## config.mk

```make
export PLATFORM = sky130hd
export DESIGN_NAME = tot_hit_encoder
export DESIGN_NICKNAME = d
export VERILOG_FILES = /design/src/rtl/tot_pkg.sv /design/src/rtl/tot_sampler.sv /design/src/rtl/tot_scan.sv /design/src/rtl/tot_fifo.sv /design/src/rtl/tot_hit_encoder.sv
export SDC_FILE = /design/constraint.sdc
export NUM_CORES = 1
export LEC_CHECK = 0
export ABC_AREA = 1
export ABC_CLOCK_PERIOD_IN_PS = 3900
export BUFFER_PORTS_ARGS = -buffer_cell sky130_fd_sc_hd__buf_2
export CAP_MARGIN = 20
export CORE_AREA = 2 2 233 177
export CTS_CLUSTER_DIAMETER = 120
export DETAILED_ROUTE_END_ITERATION = 16
export DIE_AREA = 0 0 235 179
export PLACE_DENSITY = 0.67
export SYNTH_ARGS = -nofsm -noshare
export SYNTH_HDL_FRONTEND = slang
export SYNTH_SLANG_ARGS = --single-unit
export TNS_END_PERCENT = 30
```

## constraint.sdc

```tcl
create_clock -name clk_i -period 3.9 [get_ports clk_i]
set_clock_uncertainty 0.2 [all_clocks]
set_input_delay 0.39 -clock clk_i [delete_from_list [all_inputs] [get_ports clk_i]]
set_output_delay 0.39 -clock clk_i [all_outputs]
set_load 0.02 [all_outputs]
```

## src/rtl/tot_pkg.sv

```systemverilog
package tot_pkg;
  typedef enum logic [1:0] {
    CH_IDLE = 2'd0,
    CH_PEND = 2'd1,
    CH_ACT  = 2'd2
  } ch_state_e;

  localparam logic EDGE_LEAD  = 1'b0;
  localparam logic EDGE_TRAIL = 1'b1;
endpackage

```

## src/rtl/tot_sampler.sv

```systemverilog
module tot_sampler #(
  parameter int N_CH = 8,
  parameter int TS_W = 10,
  localparam int CH_W = $clog2(N_CH)
) (
  input  logic            clk_i,
  input  logic            rst_ni,
  input  logic            spill_i,
  input  logic [N_CH-1:0] lo_i,
  input  logic [N_CH-1:0] hi_i,
  output logic [CH_W-1:0] slot_o,
  output logic [N_CH-1:0] lo_cur_o,
  output logic [N_CH-1:0] lo_prev_o,
  output logic [N_CH-1:0] hi_cur_o,
  output logic [TS_W-1:0] ts_o
);
  logic [N_CH-1:0] lo_s2, hi_s2;
  logic [CH_W-1:0] slot_q;
  logic [TS_W-1:0] ts_cnt_q;
  logic            last_slot;

  for (genvar k = 0; k < N_CH; k++) begin : g_sync
    logic [1:0] lo_ff, hi_ff;
    always_ff @(posedge clk_i or negedge rst_ni) begin
      if (!rst_ni) begin
        lo_ff <= '0;
        hi_ff <= '0;
      end else begin
        lo_ff <= {lo_ff[0], lo_i[k]};
        hi_ff <= {hi_ff[0], hi_i[k]};
      end
    end
    assign lo_s2[k] = lo_ff[1];
    assign hi_s2[k] = hi_ff[1];
  end

  assign last_slot = (slot_q == CH_W'(N_CH - 1));

  always_ff @(posedge clk_i or negedge rst_ni) begin
    if (!rst_ni) slot_q <= '0;
    else if (last_slot) slot_q <= '0;
    else slot_q <= slot_q + 1'b1;
  end

  // snapshot taken at the end of a period; stable through the next scan
  always_ff @(posedge clk_i or negedge rst_ni) begin
    if (!rst_ni) begin
      lo_cur_o  <= '0;
      lo_prev_o <= '0;
      hi_cur_o  <= '0;
      ts_o      <= '0;
      ts_cnt_q  <= '0;
    end else begin
      if (last_slot) begin
        lo_prev_o <= lo_cur_o;
        lo_cur_o  <= lo_s2;
        hi_cur_o  <= hi_s2;
        ts_o      <= ts_cnt_q;
      end
      if (spill_i) ts_cnt_q <= '0;
      else if (last_slot) ts_cnt_q <= ts_cnt_q + 1'b1;
    end
  end

  assign slot_o = slot_q;

  a_r13_slot_wrap: assert property (@(posedge clk_i) disable iff (!rst_ni)
    last_slot |=> (slot_q == '0));
  a_r13_ts_step: assert property (@(posedge clk_i) disable iff (!rst_ni)
    (last_slot && !spill_i) |=> (ts_cnt_q == $past(ts_cnt_q) + 1'b1) && (ts_o == $past(ts_cnt_q)));
  a_r11_spill_ts: assert property (@(posedge clk_i) disable iff (!rst_ni)
    spill_i |=> (ts_cnt_q == '0));
endmodule

```

## src/rtl/tot_scan.sv

```systemverilog
module tot_scan
  import tot_pkg::*;
#(
  parameter int N_CH = 8,
  parameter int TS_W = 10,
  localparam int CH_W = $clog2(N_CH),
  localparam int REC_W = CH_W + 1 + TS_W
) (
  input  logic             clk_i,
  input  logic             rst_ni,
  input  logic [CH_W-1:0]  slot_i,
  input  logic [N_CH-1:0]  lo_cur_i,
  input  logic [N_CH-1:0]  lo_prev_i,
  input  logic [N_CH-1:0]  hi_cur_i,
  input  logic [TS_W-1:0]  ts_i,
  output logic             wr_o,
  output logic [REC_W-1:0] wr_data_o
);
  ch_state_e       st_q    [N_CH];
  logic [TS_W-1:0] lts_q   [N_CH];
  ch_state_e       st_nxt;
  logic [TS_W-1:0] lts_nxt;
  logic [TS_W-1:0] rec_ts;
  logic            rec_edge;
  logic            lo_c, lo_p, vld;
  logic [N_CH+1:0] hi_ext;

  // outer neighbours of strips 0 and N_CH-1 padded with zero
  assign hi_ext = {1'b0, hi_cur_i, 1'b0};
  assign vld    = |hi_ext[slot_i +: 3];
  assign lo_c   = lo_cur_i[slot_i];
  assign lo_p   = lo_prev_i[slot_i];

  always_comb begin
    st_nxt   = st_q[slot_i];
    lts_nxt  = lts_q[slot_i];
    wr_o     = 1'b0;
    rec_edge = EDGE_LEAD;
    rec_ts   = ts_i;
    unique case (st_q[slot_i])
      CH_IDLE: if (lo_c && !lo_p) begin
        if (vld) begin
          wr_o   = 1'b1;
          st_nxt = CH_ACT;
        end else begin
          st_nxt  = CH_PEND;
          lts_nxt = ts_i;
        end
      end
      CH_PEND: if (!lo_c) begin
        st_nxt = CH_IDLE;
      end else if (vld) begin
        wr_o   = 1'b1;
        rec_ts = lts_q[slot_i];
        st_nxt = CH_ACT;
      end
      CH_ACT: if (!lo_c && lo_p) begin
        wr_o     = 1'b1;
        rec_edge = EDGE_TRAIL;
        st_nxt   = CH_IDLE;
      end
      default: st_nxt = CH_IDLE;
    endcase
  end

  always_ff @(posedge clk_i or negedge rst_ni) begin
    if (!rst_ni) begin
      for (int k = 0; k < N_CH; k++) begin
        st_q[k]  <= CH_IDLE;
        lts_q[k] <= '0;
      end
    end else begin
      for (int k = 0; k < N_CH; k++) begin
        if (slot_i == CH_W'(k)) begin
          st_q[k]  <= st_nxt;
          lts_q[k] <= lts_nxt;
        end
      end
    end
  end

  assign wr_data_o = {slot_i, rec_edge, rec_ts};

  a_r8_trail_on_fall: assert property (@(posedge clk_i) disable iff (!rst_ni)
    (wr_o && wr_data_o[TS_W] == EDGE_TRAIL) |-> (!lo_cur_i[slot_i] && lo_prev_i[slot_i]));
  a_r2_lead_confirmed: assert property (@(posedge clk_i) disable iff (!rst_ni)
    (wr_o && wr_data_o[TS_W] == EDGE_LEAD) |-> (lo_cur_i[slot_i] && (hi_ext[slot_i +: 3] != '0)));
endmodule

```

## src/rtl/tot_fifo.sv

```systemverilog
module tot_fifo #(
  parameter int W     = 14,
  parameter int DEPTH = 16,
  localparam int PTR_W = $clog2(DEPTH)
) (
  input  logic         clk_i,
  input  logic         rst_ni,
  input  logic         spill_i,
  input  logic         wr_i,
  input  logic [W-1:0] wdata_i,
  input  logic         rd_i,
  output logic [W-1:0] rdata_o,
  output logic         empty_o,
  output logic         full_o,
  output logic         ovf_o
);
  logic [W-1:0]   mem_q [DEPTH];
  logic [PTR_W-1:0] wptr_q, rptr_q;
  logic [PTR_W:0]   count_q;
  logic           wr_ok, rd_ok;

  assign empty_o = (count_q == '0);
  assign full_o  = (count_q == (PTR_W+1)'(DEPTH));
  assign wr_ok   = wr_i && !full_o;
  assign rd_ok   = rd_i && !empty_o;
  assign rdata_o = mem_q[rptr_q];

  always_ff @(posedge clk_i) begin
    if (wr_ok) mem_q[wptr_q] <= wdata_i;
  end

  always_ff @(posedge clk_i or negedge rst_ni) begin
    if (!rst_ni) begin
      wptr_q  <= '0;
      rptr_q  <= '0;
      count_q <= '0;
      ovf_o   <= 1'b0;
    end else begin
      if (wr_ok) wptr_q <= (wptr_q == PTR_W'(DEPTH - 1)) ? '0 : wptr_q + 1'b1;
      if (rd_ok) rptr_q <= (rptr_q == PTR_W'(DEPTH - 1)) ? '0 : rptr_q + 1'b1;
      count_q <= count_q + (PTR_W+1)'(wr_ok) - (PTR_W+1)'(rd_ok);
      if (spill_i) ovf_o <= 1'b0;
      else if (wr_i && full_o) ovf_o <= 1'b1;
    end
  end

  a_r10_drop_when_full: assert property (@(posedge clk_i) disable iff (!rst_ni)
    (wr_i && full_o && !rd_i) |=> (count_q == $past(count_q)) && ovf_o);
  a_r10_ovf_sticky: assert property (@(posedge clk_i) disable iff (!rst_ni)
    (ovf_o && !spill_i) |=> ovf_o);
  a_r11_spill_clears: assert property (@(posedge clk_i) disable iff (!rst_ni)
    spill_i |=> !ovf_o);
  a_r12_pop_moves: assert property (@(posedge clk_i) disable iff (!rst_ni)
    (rd_i && !empty_o && !wr_i) |=> (count_q == $past(count_q) - 1'b1));
endmodule

```

## src/rtl/tot_hit_encoder.sv

```systemverilog
module tot_hit_encoder #(
  parameter int N_CH  = 8,
  parameter int TS_W  = 10,
  parameter int DEPTH = 16,
  localparam int CH_W  = $clog2(N_CH),
  localparam int REC_W = CH_W + 1 + TS_W
) (
  input  logic             clk_i,
  input  logic             rst_ni,
  input  logic             spill_start_i,
  input  logic [N_CH-1:0]  lo_cmp_i,
  input  logic [N_CH-1:0]  hi_cmp_i,
  input  logic             rd_en_i,
  output logic [REC_W-1:0] rd_data_o,
  output logic             empty_o,
  output logic             full_o,
  output logic             overflow_o
);
  logic [CH_W-1:0]  slot;
  logic [N_CH-1:0]  lo_cur, lo_prev, hi_cur;
  logic [TS_W-1:0]  ts;
  logic             wr;
  logic [REC_W-1:0] wr_data;

  tot_sampler #(.N_CH(N_CH), .TS_W(TS_W)) u_sampler (
    .clk_i     (clk_i),
    .rst_ni    (rst_ni),
    .spill_i   (spill_start_i),
    .lo_i      (lo_cmp_i),
    .hi_i      (hi_cmp_i),
    .slot_o    (slot),
    .lo_cur_o  (lo_cur),
    .lo_prev_o (lo_prev),
    .hi_cur_o  (hi_cur),
    .ts_o      (ts)
  );

  tot_scan #(.N_CH(N_CH), .TS_W(TS_W)) u_scan (
    .clk_i     (clk_i),
    .rst_ni    (rst_ni),
    .slot_i    (slot),
    .lo_cur_i  (lo_cur),
    .lo_prev_i (lo_prev),
    .hi_cur_i  (hi_cur),
    .ts_i      (ts),
    .wr_o      (wr),
    .wr_data_o (wr_data)
  );

  tot_fifo #(.W(REC_W), .DEPTH(DEPTH)) u_fifo (
    .clk_i   (clk_i),
    .rst_ni  (rst_ni),
    .spill_i (spill_start_i),
    .wr_i    (wr),
    .wdata_i (wr_data),
    .rd_i    (rd_en_i),
    .rdata_o (rd_data_o),
    .empty_o (empty_o),
    .full_o  (full_o),
    .ovf_o   (overflow_o)
  );

  a_r1_reset_empty: assert property (@(posedge clk_i) disable iff (!rst_ni)
    $rose(rst_ni) |-> empty_o && !overflow_o);
endmodule

```

==> impl_metrics.json <==
{
  "syn_area_sq_um": 17700,
  "cap_violations": 0,
  "grt_max_degree": 92,
  "ios": 37,
  "cts_root_buf": "clkbuf_16",
  "crit_path_max_incr_delay_ps": 680,
  "power.leakage_uw": 0.00847,
  "arrival_ps": 3830,
  "die_w_microns": 235,
  "synthMuxAreaShare": 0.00339,
  "synthXorXnorAreaFrac": 0.00346,
  "yosysTopAreaCell": "edfxtp_1",
  "cts_buffers": 42,
  "synthCells": 1758,
  "clk_path_buf_depth": 3,
  "synth_top_family_by_area": "simple AND/OR/NAND/NOR gates",
  "path_common_cell": "nand2_1",
  "drc": 0,
  "cts-htree-levels": 2,
  "wl_per_cell_microns": 18.0,
  "fp-row-count": 64,
  "dpl.cell_count": 2286,
  "instances_no_fill": 2381,
  "rsz0062_at_grt": "false",
  "numClockSinks": 413,
  "yosysTopAreaCellShare": 0.380,
  "criticalPathCategory": "flop to flop",
  "irDropWorstVdd_mv": 0.471,
  "cp_max_fo": 30,
  "grt_pass1_wl_microns": 68700,
  "max_freq_ghz": 0.280,
  "die_area_sq_um": 42100,
  "hold_viol": 0,
  "drive_above_1_share": 0.106,
  "ys.warnings.count": 0,
  "yosysSeqAreaShare": 0.647,
  "synth.avg_cell_area_sq_um": 10.1,
  "slew_viol_final": 0,
  "tritoncts": "built",
  "synth_cell_types": 35,
  "layout.nets": 1859,
  "end_kind": "flop",
  "slew_headroom": 0.429,
  "p_per_area_nw_per_um2": 611,
  "setup_tns_ps": 0,
  "synth_seq_cells": 413,
  "setup_violations": 0,
  "total_power_uw": 12200,
  "via_per_inst": 5.40,
  "start_util": 0.441,
  "n_antenna_cell": 0,
  "path_buf_inv": 2,
  "outcome": "completed",
  "coreArea_sq_um": 40100,
  "min_period_ps": 3570,
  "port_buffers": 36,
  "grt_pass1_vias": 12300,
  "dr_total_vias": 12800,
  "critPathRequiredTime_ps": 4160,
  "min_period_over_period": 0.916,
  "drt-total-wl_microns": 43000,
  "syn-num-nets": 1797,
  "first_pass_iters": 6,
  "critPathTopFamily": "simple AND/OR/NAND/NOR gates",
  "gp_congestion": 0.857,
  "max_slew.worst_pin.slew_ps": 857,
  "drtAntennaViolNets": 0,
  "postCtsResizedCells": 0,
  "synthSimpleGateAreaFrac": 0.194,
  "area_growth_pct": 13.2,
  "cp-start-kind": "flop",
  "clk_latency_ps": 560,
  "drt_iter0_markers": 1321,
  "grt_use_total": 0.207,
  "synth-compound-area-share": 0.0881,
  "path_clk_slew_ps": 60,
  "synth_area_leaders": "edfxtp_1, dfrtp_1, nand2_1",
  "die_h_microns": 179,
  "antenna_found_initial": 0,
  "grt_overflow": 0,
  "crit_path_top_delay_cell": "dfrtp_2",
  "hold_class": "input pin to flop",
  "post-dp-hpwl_microns": 26600,
  "synth_adder_area_share": 0.0139,
  "path_cells": "buf_4 > nand2_1 > nand3_1 > nand2_1 > nand2_1 > nand2_2 > nand2_2 > nand2_1 > nand2_1 > nand2_2 > nand2_4 > inv_1 > ha_1 > fa_1 > a21oi_1 > nor2_1 > nor2_1 > xor2_1"
}
==> synth_stat cells (all sizes together) <==
master  count
nand3b      1
fa          1
o221ai     11
edfxtp    224
nor3        1
nand4      12
o211ai      6
buf        38
clkinv      3
nand2     521
inv       108
xor2        7
mux2i       6
clkbuf     54
nor2      151
nand3     143
ha         18
o21ai     179
o22ai      21
dfrtp     189
a21oi      47
a221oi     17
==> worst register-to-register path, cell delays in order (launching register included) <==
cell and delay (ps):
dfrtp_2 680, buf_4 330, nand2_1 90, nand3_1 80, nand2_1 50, nand2_1 60, nand2_2 100, nand2_2 110
nand2_1 60, nand2_1 100, nand2_2 140, nand2_4 220, inv_1 80, ha_1 240, fa_1 430, a21oi_1 160
nor2_1 50, nor2_1 120, xor2_1 180
==> cell usage in the layout (no fill, tap or decap), types with 35 or more instances in the layout <==
master	netlist	final
o21ai_0	138	138
buf_2	9	35
nand3_1	142	142
nor2_1	148	148
o21ai_1	39	39
inv_1	97	97
buf_4	8	53
nand2_1	496	496
dfrtp_1	189	186
edfxtp_1	224	224
clkbuf_16	0	42
a21oi_1	47	47
==> routing by layer <==
layer  vias up  part of all wire  global-route usage
li1       6052                 -                   -
met1      6240              0.46               0.311
met2       499              0.44               0.314
met3        55             0.080              0.0329
met4         0             0.018              0.0556
met5         -                 0                   0
==> sequential cells by signal, summed over array words and instances (netlist names), 3 cells and up <==
name	flops
u_fifo.wptr_q	4
u_sampler.lo_prev_o	8
u_sampler.slot_o	3
u_scan.lts_q	80
u_sampler.lo_cur_o	8
u_sampler.g_sync.lo_ff	16
u_fifo.count_q	5
u_fifo.rptr_q	4
u_sampler.ts_cnt_q	10
u_fifo.mem_q	224
u_scan.st_q	16
u_sampler.hi_cur_o	8
u_sampler.ts_o	10
u_sampler.g_sync.hi_ff	16
==> area by class of cell <==
cell class | count | area, sq um
tap | 528 | 661
multi-input combinational | 1142 | 5370
clock buffer | 58 | 1140
fill | 3537 | 20100
inverter | 111 | 422
sequential | 413 | 11500
clock inverter | 19 | 159
timing repair buffer | 110 | 827
==> power breakdown <==
part / internal [uW] / switching (uW) / leakage [uW]
Clock: 2190 / 1650 / 0.000636
Combinational: 992 / 2170 / 0.00356
Sequential: 4950 / 288 / 0.00428
Total: 8130 / 4100 / 0.00847
==> final timing paths <==
kind,end,cells after the start,slack (ps),start
hold / removal,u_fifo.rptr_q[3],4,40,rd_en_i
hold reg to reg,u_sampler.g_sync[7].lo_ff[1],0,150,u_sampler.g_sync[7].lo_ff[0]
setup reg to reg,u_fifo.count_q[4],18,330,u_sampler.slot_o[0]
min in group asynchronous,u_scan.lts_q[30],2,230,rst_ni
setup / recovery,u_fifo.count_q[4],18,330,u_sampler.slot_o[0]
max in group asynchronous,u_sampler.slot_o[1],3,2380,rst_ni
==> metrics by stage <==
stage	utilization	cell area [sq um]	setup slack (ps)	hold slack, ps
final	0.499	20000	326	40.7
after global routing	0.499	20000	15.3	47.7
after CTS	0.499	20000	305	16.1
after detailed placement	0.463	18600	342	135
after global placement	0.463	18600	516	133
after floorplan	-	17700	820	-106
==> cells by family (layout without fill, tap and decap cells) <==
family | Yosys count | in the layout
simple gates | 829 | 829
mux | 6 | 6
compound gates | 281 | 281
xor+xnor | 7 | 7
flops | 413 | 413
buf+inv | 203 | 298
fa+ha+maj | 19 | 19
==> repair_timing <==
| action | in CTS | in global routing |
|---|---|---|
| setup buffers | 0 | 0 |
| hold buffers | 18 | 0 |
| hold endpoints to repair | 104 | 0 |
Note: power is estimated with default switching activity, not from simulation.
